$ cat src/rtl/lbd_pkg.sv
// Package: shared constants for the legacy bus decoder.
// Assumes outputs are indexed in the fixed order given by pin_e.
package lbd_pkg;
    localparam int IO_W      = 16;
    localparam int DEV_CNT   = 4;
    localparam int NUM_PINS  = 7;

    typedef enum logic [2:0] {
        PIN_KBC = 3'd0,
        PIN_MC  = 3'd1,
        PIN_RTC = 3'd2,
        PIN_ROM = 3'd3,
        PIN_ALE = 3'd4,
        PIN_OE  = 3'd5,
        PIN_DIR = 3'd6
    } pin_e;

    // Inactive level of each output: all active-low except the latch strobe.
    localparam logic [NUM_PINS-1:0] PIN_IDLE = 7'b110_1111;

    // Decode-enable bit positions.
    localparam int EN_KBC = 0;
    localparam int EN_MC  = 1;
    localparam int EN_RTC = 2;
    localparam int EN_ROM = 3;
endpackage

$ cat src/rtl/lbd_addr_decode.sv
// Module: lbd_addr_decode
// Purely combinational address decode. It produces the four active-low
// chip selects plus the hit flags used by the buffer controller.
// Assumes I/O decodes look only at the low 16 address bits, and the ROM
// window compares the full address.
module lbd_addr_decode
    import lbd_pkg::*;
#(
    parameter int                 ADDR_W   = 24,
    parameter logic [ADDR_W-1:0]  ROM_LO   = 24'h0E_0000,
    parameter logic [ADDR_W-1:0]  ROM_HI   = 24'h0F_FFFF,
    parameter logic [IO_W-1:0]    KBC_P0   = 16'h0060,
    parameter logic [IO_W-1:0]    KBC_P1   = 16'h0064,
    parameter logic [IO_W-1:0]    MC_P0    = 16'h0062,
    parameter logic [IO_W-1:0]    MC_P1    = 16'h0066,
    parameter logic [IO_W-1:0]    RTC_IDX  = 16'h0070,
    parameter logic [IO_W-1:0]    RTC_DAT  = 16'h0071
) (
    input  logic [ADDR_W-1:0]  addr,
    input  logic               io_cmd,
    input  logic               mem_cmd,
    input  logic               dma_active,
    input  logic [DEV_CNT-1:0] dec_en,
    output logic [DEV_CNT-1:0] cs_n,
    output logic               io_hit_en,
    output logic               rom_hit_en,
    output logic               rom_range,
    output logic               rtc_idx_en
);
    logic [IO_W-1:0] io_addr;
    logic kbc_hit, mc_hit, idx_hit, dat_hit;

    // Address comparisons against the fixed device ports and the ROM window.
    always_comb begin
        io_addr   = addr[IO_W-1:0];
        kbc_hit   = (io_addr == KBC_P0) || (io_addr == KBC_P1);
        mc_hit    = (io_addr == MC_P0)  || (io_addr == MC_P1);
        idx_hit   = (io_addr == RTC_IDX);
        dat_hit   = (io_addr == RTC_DAT);
        rom_range = (addr >= ROM_LO) && (addr <= ROM_HI) && !dma_active;
    end

    // Enabled hit flags, independent of the command that is active.
    always_comb begin
        io_hit_en  = (kbc_hit && dec_en[EN_KBC]) ||
                     (mc_hit  && dec_en[EN_MC])  ||
                     ((idx_hit || dat_hit) && dec_en[EN_RTC]);
        rom_hit_en = rom_range && dec_en[EN_ROM];
        rtc_idx_en = idx_hit && dec_en[EN_RTC];
    end

    // Chip selects qualified by the command type.
    always_comb begin
        cs_n         = '1;
        cs_n[EN_KBC] = !(io_cmd && kbc_hit && dec_en[EN_KBC]);
        cs_n[EN_MC]  = !(io_cmd && mc_hit  && dec_en[EN_MC]);
        cs_n[EN_RTC] = !(io_cmd && dat_hit && dec_en[EN_RTC]);
        cs_n[EN_ROM] = !(mem_cmd && rom_hit_en);
    end
endmodule

$ cat src/rtl/lbd_rtc_strobe.sv
// Module: lbd_rtc_strobe
// Generates the clock-chip address-latch strobe. A start request raises it
// from the next clock, and it is held for TICKS sampled system ticks.
// Assumes start is a one-cycle pulse and sys_tick is one cycle per tick.
module lbd_rtc_strobe #(
    parameter int TICKS   = 2,
    localparam int CNT_W  = $clog2(TICKS + 1)
) (
    input  logic clk,
    input  logic rst_n,
    input  logic start,
    input  logic sys_tick,
    output logic ale
);
    logic [CNT_W-1:0] ticks_left;

    // Load the tick budget on start, spend one per tick while running.
    always_ff @(posedge clk) begin
        if (!rst_n) begin
            ticks_left <= '0;
        end else if (start) begin
            ticks_left <= CNT_W'(TICKS);
        end else if (sys_tick && (ticks_left != '0)) begin
            ticks_left <= ticks_left - 1'b1;
        end
    end

    // The strobe is high while budget remains.
    always_comb ale = (ticks_left != '0);

    // the strobe only rises after a start request.
    p_ale_start_r6: assert property (@(posedge clk) disable iff (!rst_n)
        $rose(ale) |-> $past(start));

    // the strobe cannot drop in a cycle that samples no tick.
    p_ale_hold_r6: assert property (@(posedge clk) disable iff (!rst_n)
        (ale && !sys_tick) |=> ale);
endmodule

$ cat src/rtl/lbd_xcvr_ctrl.sv
// Module: lbd_xcvr_ctrl
// Registered control of the peripheral data buffer. It detects command and
// acknowledge edges against the previous sample, then opens and closes the
// output enable and the direction control. It also reports the index-write
// edge for the latch strobe. Assumes the strobes are synchronous to clk.
module lbd_xcvr_ctrl #(
    parameter int                NUM_DMA   = 4,
    parameter logic [NUM_DMA-1:0] PBUS_MASK = 4'b0010
) (
    input  logic               clk,
    input  logic               rst_n,
    input  logic               ior_n,
    input  logic               iow_n,
    input  logic               memr_n,
    input  logic               memw_n,
    input  logic [NUM_DMA-1:0] dack_n,
    input  logic               ext_master,
    input  logic               io_hit_en,
    input  logic               rom_hit_en,
    input  logic               rom_range,
    output logic               iow_fall,
    output logic               oe_n,
    output logic               dir_n
);
    logic               ior_q, iow_q, memr_q, memw_q;
    logic [NUM_DMA-1:0] dack_q;
    logic               ext_q;
    logic ior_fall, memr_fall, memw_fall;
    logic ior_rise, iow_rise, memr_rise, memw_rise;
    logic cmd_rise, dack_fall, dack_rise, dev_sel;

    // Keep the previous sample of every strobe for edge detection.
    always_ff @(posedge clk) begin
        if (!rst_n) begin
            ior_q  <= 1'b1;
            iow_q  <= 1'b1;
            memr_q <= 1'b1;
            memw_q <= 1'b1;
            dack_q <= '1;
        end else begin
            ior_q  <= ior_n;
            iow_q  <= iow_n;
            memr_q <= memr_n;
            memw_q <= memw_n;
            dack_q <= dack_n;
        end
    end

    // Edge flags for the commands and the marked acknowledges.
    always_comb begin
        ior_fall  = ior_q  && !ior_n;
        iow_fall  = iow_q  && !iow_n;
        memr_fall = memr_q && !memr_n;
        memw_fall = memw_q && !memw_n;
        ior_rise  = !ior_q  && ior_n;
        iow_rise  = !iow_q  && iow_n;
        memr_rise = !memr_q && memr_n;
        memw_rise = !memw_q && memw_n;
        cmd_rise  = ior_rise || iow_rise || memr_rise || memw_rise;
        dack_fall = |(dack_q & ~dack_n & PBUS_MASK);
        dack_rise = |(~dack_q & dack_n & PBUS_MASK);
        dev_sel   = ((ior_fall || iow_fall) && io_hit_en) ||
                    ((memr_fall || memw_fall) && rom_hit_en);
    end

    // Direction: low for reads toward the system bus, high otherwise.
    always_ff @(posedge clk) begin
        if (!rst_n) begin
            dir_n <= 1'b1;
        end else if (ior_fall || (memr_fall && rom_range) || dack_fall) begin
            dir_n <= 1'b0;
        end else if (ior_rise || memr_rise || dack_rise) begin
            dir_n <= 1'b1;
        end
    end

    // Output enable: opened on an enabled hit, closed per cycle owner.
    always_ff @(posedge clk) begin
        if (!rst_n) begin
            oe_n  <= 1'b1;
            ext_q <= 1'b0;
        end else if (dev_sel) begin
            oe_n  <= 1'b0;
            ext_q <= ext_master;
        end else if (!oe_n) begin
            if (ext_q ? !(io_hit_en || rom_hit_en) : cmd_rise) begin
                oe_n <= 1'b1;
            end
        end
    end

    // the first cycle after reset leaves the buffer idle.
    p_reset_idle_r1: assert property (@(posedge clk) disable iff (!rst_n)
        $past(!rst_n) |-> (oe_n && dir_n));

    // direction only falls after a read strobe or a marked acknowledge.
    p_dir_cause_r7: assert property (@(posedge clk) disable iff (!rst_n)
        $fell(dir_n) |-> ($past(!ior_n) || $past(!memr_n) ||
                          $past(|(~dack_n & PBUS_MASK))));

    // a memory-read fall of direction needs the ROM window.
    p_dir_rom_r8: assert property (@(posedge clk) disable iff (!rst_n)
        ($fell(dir_n) && $past(ior_n) && $past(&(dack_n | ~PBUS_MASK)))
        |-> $past(rom_range));

    // the enable only opens on an enabled device hit.
    p_oe_hit_r10: assert property (@(posedge clk) disable iff (!rst_n)
        $fell(oe_n) |-> $past(io_hit_en || rom_hit_en));

    // a bridge-owned enable closes only on a command rise.
    p_oe_bridge_r11: assert property (@(posedge clk) disable iff (!rst_n)
        ($rose(oe_n) && !$past(ext_q)) |-> $past(cmd_rise));

    // an external-master enable closes only when decode is lost.
    p_oe_ext_r12: assert property (@(posedge clk) disable iff (!rst_n)
        ($rose(oe_n) && $past(ext_q)) |-> $past(!(io_hit_en || rom_hit_en)));
endmodule

$ cat src/rtl/lbd_pin_mux.sv
// Module: lbd_pin_mux
// Per-output selection between the functional value and a general-purpose
// value, with every output forced to its idle level while reset is held.
// Assumes the index order of lbd_pkg::pin_e.
module lbd_pin_mux
    import lbd_pkg::*;
(
    input  logic                rst_n,
    input  logic [NUM_PINS-1:0] func_val,
    input  logic [NUM_PINS-1:0] gpo_mode,
    input  logic [NUM_PINS-1:0] gpo_val,
    output logic [NUM_PINS-1:0] pin_out
);
    for (genvar i = 0; i < NUM_PINS; i++) begin : g_pin
        // Reset idles the pin; otherwise the mode bit picks the source.
        always_comb begin
            if (!rst_n) begin
                pin_out[i] = PIN_IDLE[i];
            end else if (gpo_mode[i]) begin
                pin_out[i] = gpo_val[i];
            end else begin
                pin_out[i] = func_val[i];
            end
        end
    end
endmodule

$ cat src/rtl/legacy_bus_decoder.sv
// Module: legacy_bus_decoder (top)
// Decodes legacy I/O and memory cycles into device selects. It also drives
// the peripheral data buffer controls and the clock-chip latch strobe.
// Assumes all bus strobes are synchronous to clk and that sys_tick marks
// each system-bus clock period with a one-cycle pulse.
module legacy_bus_decoder
    import lbd_pkg::*;
#(
    parameter int                 ADDR_W        = 24,
    parameter int                 NUM_DMA       = 4,
    parameter logic [NUM_DMA-1:0] PBUS_DMA_MASK = 4'b0010,
    parameter logic [ADDR_W-1:0]  ROM_LO        = 24'h0E_0000,
    parameter logic [ADDR_W-1:0]  ROM_HI        = 24'h0F_FFFF,
    parameter int                 ALE_TICKS     = 2
) (
    input  logic                clk,
    input  logic                rst_n,
    input  logic [ADDR_W-1:0]   addr,
    input  logic                ior_n,
    input  logic                iow_n,
    input  logic                memr_n,
    input  logic                memw_n,
    input  logic [NUM_DMA-1:0]  dack_n,
    input  logic                ext_master,
    input  logic                sys_tick,
    input  logic [DEV_CNT-1:0]  dec_en,
    input  logic [NUM_PINS-1:0] gpo_mode,
    input  logic [NUM_PINS-1:0] gpo_val,
    output logic                kbc_cs_n,
    output logic                mc_cs_n,
    output logic                rtc_cs_n,
    output logic                rom_cs_n,
    output logic                rtc_ale,
    output logic                buf_oe_n,
    output logic                buf_dir_n
);
    logic               io_cmd, mem_cmd, dma_active;
    logic [DEV_CNT-1:0] cs_n;
    logic               io_hit_en, rom_hit_en, rom_range, rtc_idx_en;
    logic               iow_fall, ale, oe_n, dir_n;
    logic [NUM_PINS-1:0] func_val, pin_out;

    // Command class and DMA activity summary.
    always_comb begin
        io_cmd     = !ior_n || !iow_n;
        mem_cmd    = !memr_n || !memw_n;
        dma_active = !(&dack_n);
    end

    lbd_addr_decode #(
        .ADDR_W (ADDR_W),
        .ROM_LO (ROM_LO),
        .ROM_HI (ROM_HI)
    ) i_decode (
        .addr       (addr),
        .io_cmd     (io_cmd),
        .mem_cmd    (mem_cmd),
        .dma_active (dma_active),
        .dec_en     (dec_en),
        .cs_n       (cs_n),
        .io_hit_en  (io_hit_en),
        .rom_hit_en (rom_hit_en),
        .rom_range  (rom_range),
        .rtc_idx_en (rtc_idx_en)
    );

    lbd_xcvr_ctrl #(
        .NUM_DMA   (NUM_DMA),
        .PBUS_MASK (PBUS_DMA_MASK)
    ) i_xcvr (
        .clk        (clk),
        .rst_n      (rst_n),
        .ior_n      (ior_n),
        .iow_n      (iow_n),
        .memr_n     (memr_n),
        .memw_n     (memw_n),
        .dack_n     (dack_n),
        .ext_master (ext_master),
        .io_hit_en  (io_hit_en),
        .rom_hit_en (rom_hit_en),
        .rom_range  (rom_range),
        .iow_fall   (iow_fall),
        .oe_n       (oe_n),
        .dir_n      (dir_n)
    );

    lbd_rtc_strobe #(
        .TICKS (ALE_TICKS)
    ) i_strobe (
        .clk      (clk),
        .rst_n    (rst_n),
        .start    (iow_fall && rtc_idx_en),
        .sys_tick (sys_tick),
        .ale      (ale)
    );

    // Gather functional values in pin order.
    always_comb begin
        func_val          = '0;
        func_val[PIN_KBC] = cs_n[EN_KBC];
        func_val[PIN_MC]  = cs_n[EN_MC];
        func_val[PIN_RTC] = cs_n[EN_RTC];
        func_val[PIN_ROM] = cs_n[EN_ROM];
        func_val[PIN_ALE] = ale;
        func_val[PIN_OE]  = oe_n;
        func_val[PIN_DIR] = dir_n;
    end

    lbd_pin_mux i_mux (
        .rst_n    (rst_n),
        .func_val (func_val),
        .gpo_mode (gpo_mode),
        .gpo_val  (gpo_val),
        .pin_out  (pin_out)
    );

    // Drive the named outputs from the muxed vector.
    always_comb begin
        kbc_cs_n  = pin_out[PIN_KBC];
        mc_cs_n   = pin_out[PIN_MC];
        rtc_cs_n  = pin_out[PIN_RTC];
        rom_cs_n  = pin_out[PIN_ROM];
        rtc_ale   = pin_out[PIN_ALE];
        buf_oe_n  = pin_out[PIN_OE];
        buf_dir_n = pin_out[PIN_DIR];
    end

    // in functional mode no two chip selects are low together.
    p_cs_exclusive_r2: assert property (@(posedge clk) disable iff (!rst_n)
        (gpo_mode == '0) |-> $onehot0(~{kbc_cs_n, mc_cs_n, rtc_cs_n, rom_cs_n}));

    // the ROM select stays high while any DMA acknowledge is active.
    p_rom_no_dma_r5: assert property (@(posedge clk) disable iff (!rst_n)
        (!gpo_mode[PIN_ROM] && !(&dack_n)) |-> rom_cs_n);
endmodule

$ cat config.mk
export PLATFORM = sky130hd
export DESIGN_NAME = legacy_bus_decoder
export DESIGN_NICKNAME = d
export VERILOG_FILES = /design/src/rtl/lbd_pkg.sv /design/src/rtl/lbd_addr_decode.sv /design/src/rtl/lbd_rtc_strobe.sv /design/src/rtl/lbd_xcvr_ctrl.sv /design/src/rtl/lbd_pin_mux.sv /design/src/rtl/legacy_bus_decoder.sv
export SDC_FILE = /design/constraint.sdc
export NUM_CORES = 1
export LEC_CHECK = 0
export ABC_AREA = 1
export CAP_MARGIN = 15
export CELL_PAD_IN_SITES_DETAIL_PLACEMENT = 0
export CELL_PAD_IN_SITES_GLOBAL_PLACEMENT = 1
export CORE_MARGIN = 2
export CORE_UTILIZATION = 22
export CTS_CLUSTER_DIAMETER = 60
export CTS_CLUSTER_SIZE = 20
export DETAILED_ROUTE_END_ITERATION = 8
export PLACE_DENSITY = 0.93
export SKIP_CTS_REPAIR_TIMING = 1
export SYNTH_ARGS = -nofsm -noshare
export SYNTH_HDL_FRONTEND = slang
export SYNTH_SLANG_ARGS = --single-unit
$ cat constraint.sdc
create_clock -name clk -period 1.81 [get_ports clk]
set_input_delay 0.181 -clock clk [delete_from_list [all_inputs] [get_ports clk]]
set_output_delay 0.181 -clock clk [all_outputs]
set_load 0.005 [all_outputs]
# == Yosys cells after proc, flatten, opt, wreduce, memory -nomap -nowiden ==
# Cells that the tools add are included.
# W data, S select, Z words.
# word_totals
out_inout_bits,7
wordCells,109
in_bits,54
regBits,11
# op_classes
n_mux,22
add_sub_neg,1
n_bitwise,5
n_reduce_logical,63
n_lt_le_gt_ge,2
n_eq_ne,6
# op_table
cell,n
$eq A16 B7 Y1 const B,6
$logic_and A1 B1 Y1,27
$ge A24 B20 Y1 const B,1
$le A24 B20 Y1 const B,1
$mux W1,20
$logic_or A1 B1 Y1,18
$logic_not A1 Y1,13
$reduce_bool A2 Y1,3
$and A2 B2 Y2,2
$mux W2,2
$not A2 Y2,2
$reduce_and A4 Y1,1
$reduce_or A2 Y1,1
$sub A2 B1 Y2 const B,1
$not A1 Y1,1

# == Logic depth before layout (Yosys ltp) ==
# logic_depth
ltp_word,11
mapped_depth,12
ltp_nobuf,12

# == Cells and area by module ==
# Synthesis repeated with hierarchy kept, for this count alone.
# unflattened
hier_cells,162
hier_area_um2,888.4
# modules_own_cells
mod,area_per_inst_um2,cells_each,seq_area_each_um2,instances
lbd_xcvr_ctrl,386.6,55,160.2,1
lbd_addr_decode,235.2,51,0.0,1
lbd_pin_mux,116.4,29,0.0,1
lbd_rtc_strobe,116.4,18,40.0,1
legacy_bus_decoder,33.8,9,0.0,1

# == Least setup slack after synthesis ==
# Ideal clock, no wire load.
# synth_timing
path_kind,input to register
start,input addr[13]
end,register i_xcvr.oe_n
setup_slack_ps,741
arrival_time_ps,954
cell_stages,11
n_path_buf,0
t_required_ps,1694
setup_time_ps,116
path_cell_list,nor2_1 > nand2_1 > nor2_1 > nand2_1 > nand2_1 > nand2_1 > nand2_1 > nand2_1 > and2_1 > nand2_1 > nand2_1
# synth_between
elab_chain_cells,11
word_cells_on_any_way,28
cone_classes,2 x order compare; 6 x eq/ne; 4 x mux; 16 x reduce/logical
# synth_rtl
element,line,rtl
from (decl),legacy_bus_decoder.sv:18,"input logic [ADDR_W-1:0] addr,"
"parallel branches: the longest is 10 deep, another holds $ge A24 B20 Y1",--,
$mux W1 (*),lbd_xcvr_ctrl.sv:82,end else if (dev_sel) begin
to (signal assigned),lbd_xcvr_ctrl.sv:80,oe_n <= 1'b1;
to (signal assigned),lbd_xcvr_ctrl.sv:83,oe_n <= 1'b0;
to (signal assigned),lbd_xcvr_ctrl.sv:87,oe_n <= 1'b1;
to (decl),lbd_xcvr_ctrl.sv:22,"output logic oe_n,"
# Every way passes the cells marked *.
# A chain may end at the register's enable or synchronous reset.

# == Final worst setup path ==
# layout_timing
start,input addr[15]
end,output kbc_cs_n
# layout_between
elab_chain_cells,7
word_cells_on_any_way,8
cone_classes,2 x eq/ne; 2 x mux; 4 x reduce/logical
# layout_rtl
element,line,rtl
$eq A16 B7 Y1,lbd_addr_decode.sv:36,kbc_hit = (io_addr == KBC_P0) || (io_addr == KBC_P1);
$logic_or A1 B1 Y1 (*),lbd_addr_decode.sv:36,
$logic_and A1 B1 Y1 (*) (2 in a row),lbd_addr_decode.sv:55,cs_n[EN_KBC] = !(io_cmd && kbc_hit && dec_en[EN_KBC]);
$logic_not A1 Y1 (*),lbd_addr_decode.sv:55,
$mux W1 (*),lbd_pin_mux.sv:19,end else if (gpo_mode[i]) begin
$mux W1 (*),lbd_pin_mux.sv:17,if (!rst_n) begin
to (decl),legacy_bus_decoder.sv:29,"output logic kbc_cs_n,"
# Every way passes the cells marked *; elsewhere a longest branch is shown, timed or not.

==> results by group <==
Power
  • Peak supply drop: 191.7 uV
  • Switch share: 0.2494
  • Pleak: 0.7940 nW
  • Total Power: 0.6157 mW
  • Clk network pwr share: 0.242
  • Net Switching: 0.1535 mW
  • Part of the power in registers: 0.385
  • Pwr per Cell Area: 384.8 nW/um2
  • Cell-internal power: between 0.4 and 0.5 mW
  • Combinational power share: 0.374

Flow run
  • Max-cap viol count: 0

Yosys
  • Yosys reg bits: 10
  • Largest area contributor in the netlist: dfxtp_1
  • Yosys cell types: 25
  • YS warnings: 0
  • Synth area leaders: dfxtp_1, nand2_1, inv_1
  • Cell count after synthesis: 132
  • Syn Area/Cell: 5.962 um2
  • Post-synth EDFFs: 0
  • Synth top area share: 0.2544
  • Sequential fraction of the synthesis area: 0.2544
  • Most common cell in the netlist: nand2_1
  • Async SR Flop Fraction: 0
  • Net Count, Synth: 187
  • Mapped cell area: just under 800 um2
  • Main flop type after synthesis: dfxtp_1
  • Synth cell count leaders: nand2_1, inv_1, nor2_1, a21oi_1, o21ai_0

Cells and area
  • Share of layout cells above drive strength 1: 0.1531
  • Fillers: 351
  • Diodes inserted: 0
  • Final instance area: 1600 um2
  • Final core utilization: 0.4721
  • Area grow syn2layout: 103.3%
  • Multi-input logic area: between 400 and 500 um2
  • Net count, final: 266
  • Register Area: 200.2 um2

Route
  • Routed vias: 1,057
  • DR pass1 iterations: 4
  • DRT iter0 DRCs: 35
  • Remaining DRCs: 0
  • Routed Antenna Nets: 0
  • DR WL/cell: 8.408 um
  • DRT Wirelength: roughly 2.1 mm
  • Vias per inst: 4.145

Timing
  • RSZ-0062 raised after global routing: false
  • Hold Violations, Final: 0
  • Hold WS: ~0.34 ns
  • Final period utilization: 0.8789
  • Min Tclk post-route: 1.591 ns
  • Max frequency: 0.6286 GHz
  • Count of final max-slew check failures: 0
  • Worst Clk Skew: 0.001013 ns
  • Setup violations, final: 0
  • Worst slew pin tran: 0.3182 ns
  • Relative max-transition margin: 0.7856

Clock tree
  • H-tree depth: 1
  • Worst-Skew Late Latency: 0.26 ns
  • Clock sink count: 10
  • CTS tree: yes
  • Clock tree buffer depth: 2
  • Clk root buf: clkbuf_4
  • Num CTS Buffers: 3
  • Worst-path clk slew: 0.06 ns

Setup path
  • WP data required: 1.63 ns
  • CP max FO: 3
  • WS Path Type: primary input to output port
  • CP cell instances: clkdlybuf4s50_1, nor2_2, nand2_1, inv_1, nand2_1, nor2_2, nand2_1, nor2_1, o21ai_0, dlymetal6s2s_1
  • Crit Reg-Reg Startpoint: i_xcvr.memw_q$_SDFF_PN1_
  • Worst path bufs/invs: 3
  • FF-to-FF End: i_xcvr.oe_n$_SDFF_PN1_
  • CP arrival: roughly 1.4 ns
  • Worst R2R Path Depth: 6
  • Slowest cell delay on critical path: 0.41 ns
  • Slowest-stage cell, CP: clkdlybuf4s50_1
  • CP delay by family, top: buffers and inverters
  • Crit. End Element: output port
  • CP startpoint kind: primary input
  • FF-to-FF setup slack: 0.75 ns
  • Critical Path Most Common Cell: nand2_1

Floorplan
  • Die area: slightly above 4000 um2
  • I/O pin count: 61
  • Initial Util: 0.2322
  • Die Y: about 64 um
  • Die X: 63.81 um
  • Core Area: 3390 um2
  • Row Count: 21

Global route
  • Total GRT Usage: 0.1108
  • First-pass GRT wire length: 3.657 mm
  • Initial antenna violation count: 0
  • Vias in the first global route: between 900 and 1,000
  • Largest net degree at the start of global routing: 10
  • Overflow after GRT: 0

Worst hold path
  • Worst Hold End: i_xcvr.iow_q$_SDFF_PN1_
  • Worst hold start: rst_n
  • Worst Hold Class: primary input to register
  • Hold path depth: 3

Run status
  • Status: finished, final reports clean

Placed design
  • Area after DPL: 1513 um2
  • Detailed Place HPWL: 1.844 mm
  • Gpl congestion: around 0.69
  • Input/output buffers: 59
==> layout by cell type, fill, tap and decap left out, types with 2 or more instances in the layout <==
cell type / instances
nor2_2: 5
inv_1: 24
nand2_1: 32
nor3_4: 2
buf_4: 16
nor2_1: 13
a21oi_1: 12
dfxtp_1: 10
nand3_1: 5
dlymetal6s2s_1: 6
nor3_1: 2
clkbuf_4: 3
o21ai_0: 11
clkdlybuf4s50_1: 53
==> metal layers <==
layer / GRT usage / vias up / part of all wire
met4: 0.02446 / 0 / 0.0051
met5: 0 / - / 0
met1: 0.1311 / 442 / 0.43
met3: 0.04049 / 2 / 0.078
met2: 0.1901 / 39 / 0.48
li1: - / 574 / -
==> kinds of logic (layout without fill, tap and decap cells) <==
family | Yosys count | count (layout) | share of synthesized area
AND/OR/NAND/NOR | 65 | 65 | 0.4038
AO/OA/AOI/OAI | 29 | 29 | 0.1956
buffers and inverters | 27 | 104 | 0.1304
flip-flops | 10 | 10 | 0.2544
adder cells (fa/ha/maj) | 1 | 1 | 0.01590
==> worst reg2reg max path, stage by stage (launching register included) <==
cell      delay [ns]
dfxtp_1         0.31
inv_1           0.04
o21ai_0         0.27
nand2b_4        0.09
and2_1          0.16
nand2_1         0.05
nand2_1         0.04
==> flip-flops by register name, indices dropped and copies added, names as in the netlist <==
| signal | count |
|---|---|
| i_xcvr.iow_q | 1 |
| i_xcvr.oe_n | 1 |
| i_strobe.ticks_left | 2 |
| i_xcvr.memw_q | 1 |
| i_xcvr.dack_q | 1 |
| i_xcvr.ext_q | 1 |
| i_xcvr.memr_q | 1 |
| i_xcvr.ior_q | 1 |
| i_xcvr.dir_n | 1 |
==> stage by stage <==
stage	setup TNS (ns)	worst slack [ns]	instances
after CTS	-0.4678	-0.1052	250
after global routing	0	0.03044	255
final	0	0.2191	255
after global placement	-0.4055	-0.08834	247
after floorplan	0	0.7406	132
after detailed placement	-0.4590	-0.09766	247
==> power by group through the flow <==
stage / Sequential [mW] / Clock (mW) / Combinational [mW]
global route: 0.237 / 0.165 / 0.258
detailed placement: 0.242 / 0 / 0.226
floorplan: 0.241 / 0 / 0.0678
finish: 0.237 / 0.149 / 0.230
global placement: 0.241 / 0 / 0.223
CTS: 0.237 / 0.157 / 0.227
==> worst max path at each step <==
| stage | from | end | slack, ns | cells past startpoint |
|---|---|---|---|---|
| after floorplan | addr[13] | i_xcvr.oe_n$_SDFF_PN1_ | 0.74 | 11 |
| after global placement | addr[6] | rtc_cs_n | -0.09 | 9 |
| after detailed placement | dack_n[1] | rom_cs_n | -0.1 | 7 |
| after CTS | dack_n[1] | rom_cs_n | -0.11 | 7 |
| after global routing | addr[15] | kbc_cs_n | 0.03 | 10 |
| final | addr[15] | kbc_cs_n | 0.22 | 10 |
==> layout make-up <==
type | instances | share of cell area
inverters | 26 | 0.06333
well taps | 46 | 0.03597
clock buffers | 3 | 0.01407
repair buffers | 75 | 0.4535
multi-input cells | 95 | 0.3081
flip-flops and latches | 10 | 0.1251
Power figures use the tool's default switching activity.
